File: src/rtl/regbank_pkg.sv
// Shared constants and types for the byte-stream register bank.
// Assumes a byte-wide stream and a command byte with a 4-bit opcode field.
package regbank_pkg;
    localparam int BYTE_W = 8;
    localparam int OP_W   = 4;
    localparam logic [OP_W-1:0] OP_READ  = 4'h0;
    localparam logic [OP_W-1:0] OP_WRITE = 4'h1;

    typedef enum logic [1:0] {
        ST_CMD  = 2'd0,  // waiting for a command byte
        ST_DATA = 2'd1,  // waiting for a write payload byte
        ST_RESP = 2'd2   // read response held on output
    } ctrl_state_e;
endpackage

File: src/rtl/regbank_store.sv
// Register storage: slot 0 is a fixed constant, slots 1..N-1 are writable.
// Assumes one write port and one combinational read port; writes to slot 0
// are dropped here so protection does not depend on the controller.
module regbank_store #(
    parameter int ADDR_W  = 3,
    parameter int DATA_W  = 8,
    parameter logic [DATA_W-1:0] VERSION = 8'hA5
) (
    input  logic              clk,
    input  logic              rst_n,
    input  logic              wr_en,
    input  logic [ADDR_W-1:0] wr_addr,
    input  logic [DATA_W-1:0] wr_data,
    input  logic [ADDR_W-1:0] rd_addr,
    output logic [DATA_W-1:0] rd_data
);
    localparam int NREG = 1 << ADDR_W;

    logic [NREG-1:0][DATA_W-1:0] slot;

    // Slot 0 holds the read-only version constant.
    assign slot[0] = VERSION;

    for (genvar i = 1; i < NREG; i++) begin : g_slot
        // Writable slot: clears on reset, loads on a matching write.
        always_ff @(posedge clk) begin
            if (!rst_n)
                slot[i] <= '0;
            else if (wr_en && (wr_addr == ADDR_W'(i)))
                slot[i] <= wr_data;
        end
    end

    // Read mux.
    assign rd_data = slot[rd_addr];
endmodule

File: src/rtl/regbank_ctrl.sv
// Command sequencer: decodes command bytes, sequences the two-byte write and
// holds one read response until the output stream takes it.
// Assumes in_tdata is stable while in_tvalid is high; input is not accepted
// while a response is pending.
module regbank_ctrl
    import regbank_pkg::*;
#(
    parameter int ADDR_W = 3,
    parameter int DATA_W = 8
) (
    input  logic              clk,
    input  logic              rst_n,
    input  logic [DATA_W-1:0] in_tdata,
    input  logic              in_tvalid,
    output logic              in_tready,
    output logic [DATA_W-1:0] out_tdata,
    output logic              out_tvalid,
    input  logic              out_tready,
    output logic              wr_en,
    output logic [ADDR_W-1:0] wr_addr,
    output logic [ADDR_W-1:0] rd_addr,
    input  logic [DATA_W-1:0] rd_data
);
    localparam int ADDR_LSB = OP_W;

    ctrl_state_e       state_q, state_d;
    logic [ADDR_W-1:0] addr_q;
    logic [DATA_W-1:0] resp_q;
    logic              take;
    logic [OP_W-1:0]   opcode;
    logic [ADDR_W-1:0] cmd_addr;

    // Field extraction; the reserved top bit is never looked at.
    assign opcode   = in_tdata[OP_W-1:0];
    assign cmd_addr = in_tdata[ADDR_LSB +: ADDR_W];

    assign in_tready  = (state_q != ST_RESP);
    assign take       = in_tvalid && in_tready;
    assign out_tvalid = (state_q == ST_RESP);
    assign out_tdata  = resp_q;
    assign rd_addr    = cmd_addr;
    assign wr_addr    = addr_q;
    assign wr_en      = take && (state_q == ST_DATA);

    // Next-state decode.
    always_comb begin
        state_d = state_q;
        unique case (state_q)
            ST_CMD: if (take) begin
                if (opcode == OP_READ)       state_d = ST_RESP;
                else if (opcode == OP_WRITE) state_d = ST_DATA;
            end
            ST_DATA: if (take)       state_d = ST_CMD;
            ST_RESP: if (out_tready) state_d = ST_CMD;
            default: state_d = ST_CMD;
        endcase
    end

    // State, write address and response registers.
    always_ff @(posedge clk) begin
        if (!rst_n) begin
            state_q <= ST_CMD;
            addr_q  <= '0;
            resp_q  <= '0;
        end else begin
            state_q <= state_d;
            if (take && state_q == ST_CMD) begin
                addr_q <= cmd_addr;
                if (opcode == OP_READ) resp_q <= rd_data;
            end
        end
    end
endmodule

File: src/rtl/bytecmd_regbank.sv
// Top level: eight byte registers reached through a command byte stream.
// Assumes a single clock domain and synchronous active-low reset.
module bytecmd_regbank #(
    parameter logic [7:0] VERSION = 8'hA5
) (
    input  logic       clk,
    input  logic       rst_n,
    input  logic [7:0] in_tdata,
    input  logic       in_tvalid,
    output logic       in_tready,
    output logic [7:0] out_tdata,
    output logic       out_tvalid,
    input  logic       out_tready
);
    localparam int ADDR_W = 3;
    localparam int DATA_W = regbank_pkg::BYTE_W;

    logic              wr_en;
    logic [ADDR_W-1:0] wr_addr;
    logic [ADDR_W-1:0] rd_addr;
    logic [DATA_W-1:0] rd_data;

    regbank_ctrl #(.ADDR_W(ADDR_W), .DATA_W(DATA_W)) ctrl_i (
        .clk       (clk),
        .rst_n     (rst_n),
        .in_tdata  (in_tdata),
        .in_tvalid (in_tvalid),
        .in_tready (in_tready),
        .out_tdata (out_tdata),
        .out_tvalid(out_tvalid),
        .out_tready(out_tready),
        .wr_en     (wr_en),
        .wr_addr   (wr_addr),
        .rd_addr   (rd_addr),
        .rd_data   (rd_data)
    );

    regbank_store #(.ADDR_W(ADDR_W), .DATA_W(DATA_W), .VERSION(VERSION)) store_i (
        .clk    (clk),
        .rst_n  (rst_n),
        .wr_en  (wr_en),
        .wr_addr(wr_addr),
        .wr_data(in_tdata),
        .rd_addr(rd_addr),
        .rd_data(rd_data)
    );
endmodule

File: config.mk
export PLATFORM = sky130hd
export DESIGN_NAME = bytecmd_regbank
export DESIGN_NICKNAME = d
export VERILOG_FILES = /design/src/rtl/regbank_pkg.sv /design/src/rtl/regbank_store.sv /design/src/rtl/regbank_ctrl.sv /design/src/rtl/bytecmd_regbank.sv
export SDC_FILE = /design/constraint.sdc
export NUM_CORES = 1
export LEC_CHECK = 0
export BUFFER_PORTS_ARGS = -buffer_cell sky130_fd_sc_hd__buf_4
export CORE_MARGIN = 4
export CORE_UTILIZATION = 30
export DETAILED_ROUTE_END_ITERATION = 10
export REMOVE_ABC_BUFFERS = 1
export SLEW_MARGIN = 20
export SYNTH_ARGS = -nofsm -noshare
export SYNTH_HDL_FRONTEND = slang
export SYNTH_SLANG_ARGS = --single-unit
File: constraint.sdc
create_clock -name clk -period 1.4 [get_ports clk]
set_clock_uncertainty 0.05 [all_clocks]
set_input_delay 0.07 -clock clk [delete_from_list [all_inputs] [get_ports clk]]
set_output_delay 0.07 -clock clk [all_outputs]
set_load 0.05 [all_outputs]
==> impl_metrics.env, run 1 <==
export IMPL_run_status="finished clean"
export IMPL_setup_slack_ns=0.0667
export IMPL_initial_utilization_pct=30.8
export IMPL_drt_iter0_drc=302
export IMPL_number_of_levels_in_the_clock_h_tree=3
export IMPL_grt_use_met2_pct=23.7
export IMPL_placed_cells=506
export IMPL_fmax_mhz=750
export IMPL_die_h_microns=111
export IMPL_crit_chain="nand4b_1, buf_4, buf_12, o21ai_0, a21oi_1"
export IMPL_remaining_drc_errors=0
export IMPL_power_density_over_the_cells_nw_per_um2=1030
export IMPL_number_of_cells_on_the_worst_reg_to_reg_path=5
export IMPL_timing_hold_worst_endpoint="store_i.slot[9]$_SDFFE_PN0P_"
export IMPL_relative_max_transition_margin_pct=72.1
export IMPL_setup_worst_path_start_class="register"
export IMPL_placement_setup_worst_slack_ns=0.000995
export IMPL_r2r_setup_slack_ns=0.07
export IMPL_ios=22
export IMPL_placementRows=37
export IMPL_worst_hold_path_type="in -> reg"
export IMPL_fp_dieW_microns=111
export IMPL_p_leak_nw=1.34
export IMPL_grt_overflow=0
export IMPL_netlist_cell_type_count=34
export IMPL_place_gp_congestion=0.765
export IMPL_holdCritStartpoint="in_tdata[1]"
export IMPL_worstPathMaxFanout=12
export IMPL_fin_area_sq_um=3960
export IMPL_detailed_place_hpwl_microns=5830
export IMPL_drtPass1Iterations=5
export IMPL_critical_path_max_stage_delay_ns=0.37
export IMPL_worst_vdd_drop_mv=0.543
export IMPL_share_of_cells_above_drive_strength_1_pct=22.7
export IMPL_critical_path_slowest_cell="sky130_fd_sc_hd__dfxtp_2"
export IMPL_finalPower_mw=4.07
export IMPL_number_of_antenna_violations_at_the_first_check_in_global_routing=0
export IMPL_clk_path_buf_depth=2
export IMPL_hold_violations=0
export IMPL_grt_start_max_net_pins=69
export IMPL_grt_usage_pct=15.0
export IMPL_mostFrequentLayoutCells="65 x sky130_fd_sc_hd__dfxtp_1, 64 x sky130_fd_sc_hd__a21oi_1, 56 x sky130_fd_sc_hd__nand3_1"
export IMPL_detailed_place_area_sq_um=3590
export IMPL_critical_path_reg2reg_endpoint="store_i.slot[59]$_SDFFE_PN0P_"
export IMPL_floorplan_die_area_sq_um=12300
export IMPL_clock_latency_ns=0.34
export IMPL_wire_length_of_the_first_global_routing_pass_microns=15100
export IMPL_clkTransAtPathRegs_ns=0.07
export IMPL_finalNetCount=403
export IMPL_critical_path_endpoint_type="register"
export IMPL_numCtsBuffers=9
export IMPL_tightestPinTransition_ns=0.419
export IMPL_warnings_from_yosys=0
export IMPL_cp_required_ns=1.57
export IMPL_drt_wl_total_microns=9370
export IMPL_timing_setup_critical_path_class="reg -> reg"
export IMPL_clk_root_buffer_cell="sky130_fd_sc_hd__clkbuf_8"
export IMPL_worstHoldPathCells=3
export IMPL_ys_seq_area_share_pct=43.5
export IMPL_use_met1_pct=20.5
export IMPL_final_cell_count_no_fill=532
export IMPL_num_vias=2919
export IMPL_tritoncts_clock_tree="yes"
export IMPL_syn_to_final_growth_pct=24.4
export IMPL_netlist_instances=364
export IMPL_clock_sinks=69
export IMPL_nFillCells=1022
export IMPL_crit_arrival_ns=1.50
export IMPL_post_drt_via_cell_ratio=5.49
export IMPL_portBuffers=21
export IMPL_layout_cells_most_common="sky130_fd_sc_hd__dfxtp_1"
export IMPL_drv_slew=0
export IMPL_grt_util_met3_pct=3.55
export IMPL_post_drt_wl_per_cell_microns=17.6
export IMPL_number_of_global_route_vias_before_repair=2809
export IMPL_ys_ff_latch=69
export IMPL_finalCriticalPeriod_ns=1.33
export IMPL_synthesis_area_per_instance_sq_um=8.73
export IMPL_r2r_start="ctrl_i.state_q[1]$_SDFFE_PN0P_"
export IMPL_report_final_setup_viol=0
export IMPL_antennaDiodeCount=0
export IMPL_drv_cap=0
export IMPL_grt_busiest_layer="met2"
export IMPL_floorplan_core_area_sq_um=10300
export IMPL_synth_area_sq_um=3180
export IMPL_antenna_left=0
export IMPL_final_period_utilization_pct=95.2
worst max path at each step:
stage,from,slack (ns),endpoint
after floorplan,ctrl_i.state_q[0]$_SDFFE_PN0P_,-0.22,store_i.slot[32]$_SDFFE_PN0P_
after global placement,in_tdata[5],0.03,ctrl_i.out_tdata[1]$_SDFFE_PN0P_
after detailed placement,ctrl_i.state_q[0]$_SDFFE_PN0P_,0.001,store_i.slot[59]$_SDFFE_PN0P_
after CTS,in_tdata[3],0.009,ctrl_i.out_tdata[5]$_SDFFE_PN0P_
after global routing,in_tdata[0],-0.006,ctrl_i.out_tdata[5]$_SDFFE_PN0P_
final,ctrl_i.state_q[1]$_SDFFE_PN0P_,0.07,store_i.slot[59]$_SDFFE_PN0P_
final cells by class:
class | count | area, sq um | area share [%]
Clock buffer | 13 | 169 | 4.27
Multi-Input combinational cell | 250 | 1600 | 40.4
Inverter | 2 | 7.51 | 0.190
Sequential cell | 69 | 1390 | 35.1
Clock inverter | 3 | 42.5 | 1.08
Timing Repair Buffer | 59 | 579 | 14.6
Tap cell | 136 | 170 | 4.30
sequential cells by signal, indices dropped and copies added (netlist names):
signal and flops:
ctrl_i.out_tdata 8, ctrl_i.state_q 2, store_i.slot 56, ctrl_i.wr_addr 3
layer usage:
layer | vias up | share of wire, %
li1 | 1389 | -
met3 | 7 | 9.0
met1 | 1412 | 42
met5 | - | 0
met4 | 0 | 0.93
met2 | 111 | 48
worst max-delay path: cells and delay by family (launching register included):
family / cells / cell delay [ns]
buffers and inverters: 2 / 0.32
AND/OR/NAND/NOR: 1 / 0.18
flip-flops: 1 / 0.37
AO/OA/AOI/OAI: 2 / 0.30
metrics by stage:
step           hold slack (ns)  setup TNS [ns]  utilization [%]
4_1_cts                0.00864               0             37.5
6_report                0.0213               0             38.3
5_1_grt                 0.0207        -0.00644             38.3
3_3_place_gp             0.242               0             34.7
2_1_floorplan            0.137           -8.87                -
3_5_place_dp             0.247               0             34.7
kinds of logic (layout without fill, tap and decap cells):
logic type	after synthesis	count (layout)	synth area share, %
buffers and inverters	45	77	7.05
AO/OA/AOI/OAI	138	138	23.7
multiplexers	19	19	9.29
flip-flops	69	69	43.5
AND/OR/NAND/NOR	93	93	16.5
repair_timing:
action                                 4_1_cts  5_1_grt
buffers inserted                             0        2
cloned                                       0        1
hold buffers                                 7        0
endpoints found under the hold margin       21        0
pin swaps                                    0        3
resized for setup                            1       12
setup endpoints to repair                    6       29
power breakdown:
group          internal (mW)  switching [mW]
clock                  0.967           0.731
combinational          0.147           0.239
sequential              1.97          0.0153
total                   3.09           0.985
cell usage after synthesis:
library cell	instances	share of area (%)
sky130_fd_sc_hd__dfxtp_1	69	43
sky130_fd_sc_hd__nor2_1	6	0.71
sky130_fd_sc_hd__a311oi_1	8	2.2
sky130_fd_sc_hd__o21ai_1	1	0.16
sky130_fd_sc_hd__buf_1	2	0.24
sky130_fd_sc_hd__a31oi_1	1	0.20
sky130_fd_sc_hd__mux4_2	8	5.7
sky130_fd_sc_hd__nor2b_1	4	0.79
sky130_fd_sc_hd__nor3_1	1	0.16
sky130_fd_sc_hd__a21oi_1	64	10
sky130_fd_sc_hd__a32oi_1	4	1.1
sky130_fd_sc_hd__nand3_1	56	8.8
sky130_fd_sc_hd__and4b_1	1	0.31
sky130_fd_sc_hd__and4bb_1	1	0.39
sky130_fd_sc_hd__buf_2	14	2.2
sky130_fd_sc_hd__nand2b_1	3	0.59
sky130_fd_sc_hd__inv_1	1	0.12
sky130_fd_sc_hd__clkbuf_1	21	2.5
sky130_fd_sc_hd__a211o_1	4	1.1
sky130_fd_sc_hd__mux2i_1	7	2.2
sky130_fd_sc_hd__nor3b_2	2	0.79
sky130_fd_sc_hd__nor3b_1	4	0.94
sky130_fd_sc_hd__and2_1	2	0.39
sky130_fd_sc_hd__mux2_2	4	1.4
sky130_fd_sc_hd__nand4bb_1	1	0.35
sky130_fd_sc_hd__inv_2	1	0.12
sky130_fd_sc_hd__buf_6	4	1.4
sky130_fd_sc_hd__o21a_1	1	0.24
sky130_fd_sc_hd__nand2_1	9	1.1
sky130_fd_sc_hd__o21ai_0	55	8.7
sky130_fd_sc_hd__nor4_4	1	0.67
sky130_fd_sc_hd__nand4b_1	1	0.28
sky130_fd_sc_hd__buf_4	2	0.47
sky130_fd_sc_hd__or2_2	1	0.20
Note: power is estimated with default switching activity, not from simulation.
==> run 2, diff against run 1 <==
CTS_BUF_LIST = sky130_fd_sc_hd__clkbuf_2   (was not set)
==> run 2 against run 1 <==
  * Setup slack got worse by 0.055 ns
  * Wire length decreased by 1.0%
  * Sequential share of layout area increased by 1.1 points
  * Largest cell class unchanged
  * Critical path depth decreased by 2
  * Non-clock buffer count increased by 3
  * Global-route usage increased by 0.15 points
  * Via count decreased by 0.38%
  * Combinational power increased by 1%
  * Largest power group unchanged
  * Critical endpoint is now out_tvalid
  * Worst hold slack improved by 0.070 ns
  * First-iteration DRC count decreased by 0.66%
  * Fmax decreased by 4.0%
==> impl_metrics.env, run 2 (synthesis results as in run 1) <==
export IMPL_p_leak_nw=1.29
export IMPL_finalCriticalPeriod_ns=1.39
export IMPL_grt_overflow=0
export IMPL_remaining_drc_errors=0
export IMPL_nFillCells=1045
export IMPL_number_of_global_route_vias_before_repair=2844
export IMPL_portBuffers=21
export IMPL_clkTransAtPathRegs_ns=0.20
export IMPL_mostFrequentLayoutCells="65 x sky130_fd_sc_hd__dfxtp_1, 64 x sky130_fd_sc_hd__a21oi_1, 56 x sky130_fd_sc_hd__nand3_1"
export IMPL_number_of_cells_on_the_worst_reg_to_reg_path=4
export IMPL_post_drt_wl_per_cell_microns=17.3
export IMPL_final_core_occ_pct=37.2
export IMPL_wire_length_of_the_first_global_routing_pass_microns=15400
export IMPL_switching_share_pct=27.6
export IMPL_power_density_over_the_cells_nw_per_um2=907
export IMPL_placementRows=37
export IMPL_drv_slew=0
export IMPL_crit_arrival_ns=1.27
export IMPL_worst_hold_path_type="in -> reg"
export IMPL_critical_path_reg2reg_endpoint="store_i.slot[59]$_SDFFE_PN0P_"
export IMPL_drt_iter0_drc=300
export IMPL_run_status="finished clean"
export IMPL_floorplan_core_area_sq_um=10300
export IMPL_detailed_place_hpwl_microns=5830
export IMPL_number_of_antenna_violations_at_the_first_check_in_global_routing=0
export IMPL_fmax_mhz=720
export IMPL_antennaDiodeCount=0
export IMPL_timing_hold_worst_endpoint="store_i.slot[21]$_SDFFE_PN0P_"
export IMPL_clock_latency_ns=0.50
export IMPL_finalNetCount=406
export IMPL_die_h_microns=111
export IMPL_cpLargestDelayFamily="flip-flops"
export IMPL_numCtsBuffers=9
export IMPL_detailed_place_area_sq_um=3590
export IMPL_hold_violations=0
export IMPL_floorplan_die_area_sq_um=12300
export IMPL_worstHoldPathCells=4
export IMPL_drt_wl_total_microns=9270
export IMPL_drtPass1Iterations=5
export IMPL_grt_util_met3_pct=2.84
export IMPL_number_of_levels_in_the_clock_h_tree=3
export IMPL_fin_worst_hold_slack_ns=0.0910
export IMPL_grt_usage_pct=15.2
export IMPL_fp_dieW_microns=111
export IMPL_num_vias=2908
export IMPL_fin_area_sq_um=3840
export IMPL_clk_root_buffer_cell="sky130_fd_sc_hd__clkbuf_2"
export IMPL_post_drt_via_cell_ratio=5.44
export IMPL_initial_utilization_pct=30.8
export IMPL_timing_setup_critical_path_class="reg -> out"
export IMPL_p_int_mw=2.53
export IMPL_tightestPinTransition_ns=0.386
export IMPL_grt_busiest_layer="met2"
export IMPL_power_share_sequential_pct=57.1
export IMPL_clk_path_buf_depth=2
export IMPL_p_clk_share_pct=31.7
export IMPL_use_met1_pct=20.9
export IMPL_setup_worst_path_start_class="register"
export IMPL_number_of_flip_flops_under_the_largest_register_name=56
export IMPL_syn_to_final_growth_pct=20.9
export IMPL_r2r_setup_slack_ns=0.08
export IMPL_ios=22
export IMPL_final_period_utilization_pct=99.2
export IMPL_tritoncts_clock_tree="yes"
export IMPL_report_final_setup_viol=0
export IMPL_critical_path_slowest_cell="sky130_fd_sc_hd__dfxtp_4"
export IMPL_r2r_start="ctrl_i.state_q[1]$_SDFFE_PN0P_"
export IMPL_crit_path_buf_inv_count=2
export IMPL_drv_cap=0
export IMPL_worstPathMaxFanout=8
export IMPL_antenna_left=0
export IMPL_clock_sinks=69
export IMPL_relative_max_transition_margin_pct=74.3
export IMPL_place_gp_congestion=0.765
export IMPL_cp_required_ns=1.28
export IMPL_critical_path_endpoint_type="output port"
export IMPL_holdCritStartpoint="in_tdata[5]"
export IMPL_unrepaired_setup_endpoints_after_global_routing="true"
export IMPL_grt_use_met2_pct=23.9
export IMPL_combPwrFrac_pct=11.2
export IMPL_crit_chain="nand2b_4, inv_1, buf_6"
export IMPL_grt_start_max_net_pins=69
export IMPL_layout_cells_most_common="sky130_fd_sc_hd__dfxtp_1"
export IMPL_registers_top_by_ff_count="store_i.slot"
export IMPL_p_sw_mw=0.961
export IMPL_critical_path_max_stage_delay_ns=0.41
export IMPL_worst_vdd_drop_mv=0.349
export IMPL_share_of_cells_above_drive_strength_1_pct=21.3
-- run 2: worst max path at each step --
stage                                              start  cells past startpoint                               end
after global routing      ctrl_i.state_q[0]$_SDFFE_PN0P_                      2                         in_tready
after CTS                 ctrl_i.state_q[0]$_SDFFE_PN0P_                      3                        out_tvalid
after global placement                       in_tdata[5]                      4  ctrl_i.out_tdata[1]$_SDFFE_PN0P_
final                     ctrl_i.state_q[0]$_SDFFE_PN0P_                      3                        out_tvalid
after floorplan           ctrl_i.state_q[0]$_SDFFE_PN0P_                      3     store_i.slot[32]$_SDFFE_PN0P_
after detailed placement  ctrl_i.state_q[0]$_SDFFE_PN0P_                      4     store_i.slot[59]$_SDFFE_PN0P_
-- run 2: metrics by stage --
stage	total power, mW	setup WS, ns	instances	setup TNS [ns]
after detailed placement	2.39	0.000995	506	0
after global routing	3.62	-0.0333	535	-0.0636
after floorplan	2.17	-0.223	321	-8.87
final	3.49	0.0117	535	0
after CTS	3.51	-0.00574	534	-0.00825
after global placement	2.39	0.0319	506	0
-- run 2: worst min-delay path, delay by kind of cell --
kind                   cells  cell delay [ns]
AOI/OAI and AO/OA          1             0.05
buffers and inverters      2             0.43
and+or+nand+nor            1             0.06
-- run 2: cell type report --
type / instances / area (sq um) / share of cell area (%)
clock buffers: 10 / 50.0 / 1.30
repair buffers: 62 / 591 / 15.4
flip-flops and latches: 69 / 1390 / 36.2
clock inverters: 6 / 53.8 / 1.40
well taps: 136 / 170 / 4.43
multi-input cells: 250 / 1580 / 41.1
inverters: 2 / 7.51 / 0.195
-- run 2: power by group through the flow --
stage / clock, mW / sequential (mW) / combinational [mW]
2_1_floorplan: 0 / 2.05 / 0.122
3_3_place_gp: 0 / 2.03 / 0.357
3_5_place_dp: 0 / 2.03 / 0.358
4_1_cts: 1.13 / 1.99 / 0.388
5_1_grt: 1.21 / 2.00 / 0.416
6_report: 1.10 / 1.99 / 0.391
-- run 2: repair_timing --
action	in CTS	in global routing
hold buffers	12	0
buffers inserted	0	1
endpoints found under the hold margin	61	0
setup endpoints to repair	10	28
gates resized for setup	5	5
-- run 2: metal layers --
metal / wire length (microns) / share of wire (%)
met5: 0 / 0
met4: 49 / 0.53
met3: 615 / 6.6
met2: 4490 / 48
met1: 4120 / 44
==> run 3, diff against run 2 <==
REMOVE_ABC_BUFFERS = not set   (was 1)
==> run 3 against run 2 <==
  * The run now ends with negative setup slack left
  * Critical path depth increased by 2
  * Die area unchanged
  * Utilization grew 1.7 points
  * Highest routed layer unchanged
  * Critical endpoint is now store_i.slot[32]$_SDFFE_PN0P_
  * Clock power is 4% higher
  * Non-clock buffer count rose by 6
  * First-iteration DRC count shrank 8.3%
==> impl_metrics.env, run 3 (synthesis results as in run 1) <==
export IMPL_number_of_levels_in_the_clock_h_tree=3
export IMPL_r2r_setup_slack_ns=-0.03
export IMPL_critical_path_slowest_cell="sky130_fd_sc_hd__dfxtp_4"
export IMPL_p_int_mw=2.54
export IMPL_setup_slack_ns=-0.0306
export IMPL_crit_chain="buf_6, and4b_2, clkbuf_16, nand3_1, a21oi_1"
export IMPL_clock_sinks=69
export IMPL_drv_cap=0
export IMPL_failing_checks="negative setup slack"
export IMPL_syn_num_nets=376
export IMPL_p_sw_mw=1.00
export IMPL_number_of_flip_flops_under_the_largest_register_name=56
export IMPL_combPwrFrac_pct=11.5
export IMPL_drt_iter0_drc=275
export IMPL_clk_path_buf_depth=2
export IMPL_worst_vdd_drop_mv=0.281
export IMPL_critical_path_endpoint_type="register"
export IMPL_fp_dieW_microns=111
export IMPL_floorplan_die_area_sq_um=12300
export IMPL_switching_share_pct=28.3
export IMPL_registers_top_by_ff_count="store_i.slot"
export IMPL_layout_cells_most_common="sky130_fd_sc_hd__dfxtp_1"
export IMPL_p_clk_share_pct=32.3
export IMPL_fin_area_sq_um=4020
export IMPL_grt_overflow=0
export IMPL_relative_max_transition_margin_pct=57.0
export IMPL_mostFrequentLayoutCells="65 x sky130_fd_sc_hd__dfxtp_1, 60 x sky130_fd_sc_hd__a21oi_1, 55 x sky130_fd_sc_hd__nand3_1"
export IMPL_number_of_antenna_violations_at_the_first_check_in_global_routing=0
export IMPL_hold_violations=0
export IMPL_die_h_microns=111
export IMPL_report_final_setup_viol=12
export IMPL_critical_path_max_stage_delay_ns=0.39
export IMPL_grt_start_max_net_pins=35
export IMPL_floorplan_core_area_sq_um=10300
export IMPL_drv_slew=0
export IMPL_power_share_sequential_pct=56.2
export IMPL_clock_latency_ns=0.52
export IMPL_worstPathMaxFanout=8
export IMPL_numCtsBuffers=9
export IMPL_share_of_cells_above_drive_strength_1_pct=25.5
export IMPL_tightestPinTransition_ns=0.642
export IMPL_final_cell_count_no_fill=540
export IMPL_number_of_global_route_vias_before_repair=2831
export IMPL_sum_of_negative_setup_slack_ns=-0.115
export IMPL_antennaDiodeCount=0
export IMPL_clkTransAtPathRegs_ns=0.20
export IMPL_ios=22
export IMPL_num_vias=3069
export IMPL_tritoncts_clock_tree="yes"
export IMPL_timing_setup_critical_path_class="reg -> reg"
export IMPL_drt_wl_total_microns=10000
export IMPL_placementRows=37
export IMPL_final_period_utilization_pct=102
export IMPL_power_density_over_the_cells_nw_per_um2=881
export IMPL_run_status="finished with violations"
export IMPL_portBuffers=21
export IMPL_p_leak_nw=1.37
export IMPL_finalNetCount=412
export IMPL_drtPass1Iterations=6
export IMPL_crit_arrival_ns=1.85
export IMPL_grt_usage_pct=15.5
export IMPL_setup_worst_path_start_class="register"
export IMPL_worst_hold_path_type="in -> reg"
export IMPL_clk_root_buffer_cell="sky130_fd_sc_hd__clkbuf_2"
export IMPL_initial_utilization_pct=30.8
export IMPL_placed_cells=505
export IMPL_wire_length_of_the_first_global_routing_pass_microns=15400
export IMPL_post_drt_via_cell_ratio=5.68
export IMPL_syn_to_final_growth_pct=26.5
export IMPL_remaining_drc_errors=0
export IMPL_post_drt_wl_per_cell_microns=18.6
export IMPL_finalCriticalPeriod_ns=1.43
export IMPL_detailed_place_hpwl_microns=5810
export IMPL_unrepaired_setup_endpoints_after_global_routing="true"
export IMPL_place_gp_congestion=0.763
export IMPL_fin_worst_hold_slack_ns=0.250
export IMPL_fmax_mhz=699
export IMPL_antenna_left=0
export IMPL_detailed_place_area_sq_um=3590
export IMPL_cp_required_ns=1.82
## run 3: cell types whose count changed in the layout (fill, tap and decap cells not counted), moves of 2 or more
cell,before,now
sky130_fd_sc_hd__a21oi_2,0,4
sky130_fd_sc_hd__clkinv_1,3,1
sky130_fd_sc_hd__buf_4,41,39
sky130_fd_sc_hd__buf_6,2,4
sky130_fd_sc_hd__o21ai_0,54,50
sky130_fd_sc_hd__a21oi_1,64,60
sky130_fd_sc_hd__clkbuf_16,0,4
sky130_fd_sc_hd__buf_8,0,2
sky130_fd_sc_hd__o21ai_1,2,6
## run 3: area by class of cell
type / instances / area [sq um]
inverter: 2 / 7.51
fill: 1039 / 6300
clock inverter: 5 / 52.6
sequential: 69 / 1390
clock buffer: 10 / 50.0
timing repair buffer: 68 / 738
multi-input combinational: 250 / 1610
tap: 136 / 170
## run 3: per-stage QoR
| step | power [mW] | utilization (%) | setup WS [ns] |
|---|---|---|---|
| 2_1_floorplan | 2.24 | - | 0.117 |
| 3_3_place_gp | 2.39 | 34.8 | 0.0812 |
| 3_5_place_dp | 2.40 | 34.8 | 0.0553 |
| 4_1_cts | 3.54 | 37.2 | 0.00355 |
| 5_1_grt | 3.67 | 38.9 | -0.0996 |
| 6_report | 3.54 | 38.9 | -0.0306 |
## run 3: per-layer routing
| layer | global-route usage (%) | vias up | part of all wire, % |
|---|---|---|---|
| li1 | - | 1415 | - |
| met1 | 21.2 | 1508 | 44 |
| met2 | 24.5 | 128 | 47 |
| met3 | 3.06 | 18 | 6.4 |
| met4 | 5.01 | 0 | 1.9 |
| met5 | 0 | - | 0 |
## run 3: timing repair
item,in CTS,in global routing
gates resized for setup,10,19
hold endpoints to repair,63,0
pin swaps,1,13
setup endpoints to repair,3,42
hold buffers,11,0
gates cloned,0,5
setup buffers,1,3
## run 3: worst max-delay path: cells and delay by family (launching register included)
family                 cells  cell delay [ns]
AOI/OAI and AO/OA          1             0.16
DFF                        1             0.39
buffers and inverters      2             0.32
and+or+nand+nor            2             0.45
## run 3: power by group through the flow
stage               Clock (mW)  Combinational (mW)  Sequential, mW
finish                    1.14               0.408            1.99
global placement             0               0.363            2.03
floorplan                    0               0.196            2.05
detailed placement           0               0.367            2.03
global route              1.24               0.435            1.99
CTS                       1.15               0.396            1.99
## run 3: path summary, 6_finish.rpt
| kind | end | from | cells past startpoint |
|---|---|---|---|
| worst max-delay path | store_i.slot[32]$_SDFFE_PN0P_ | ctrl_i.state_q[0]$_SDFFE_PN0P_ | 5 |
| worst min-delay path | ctrl_i.state_q[1]$_SDFFE_PN0P_ | rst_n | 3 |
| worst max register to register | store_i.slot[32]$_SDFFE_PN0P_ | ctrl_i.state_q[0]$_SDFFE_PN0P_ | 5 |
| worst min register to register | store_i.slot[54]$_SDFFE_PN0P_ | store_i.slot[54]$_SDFFE_PN0P_ | 2 |
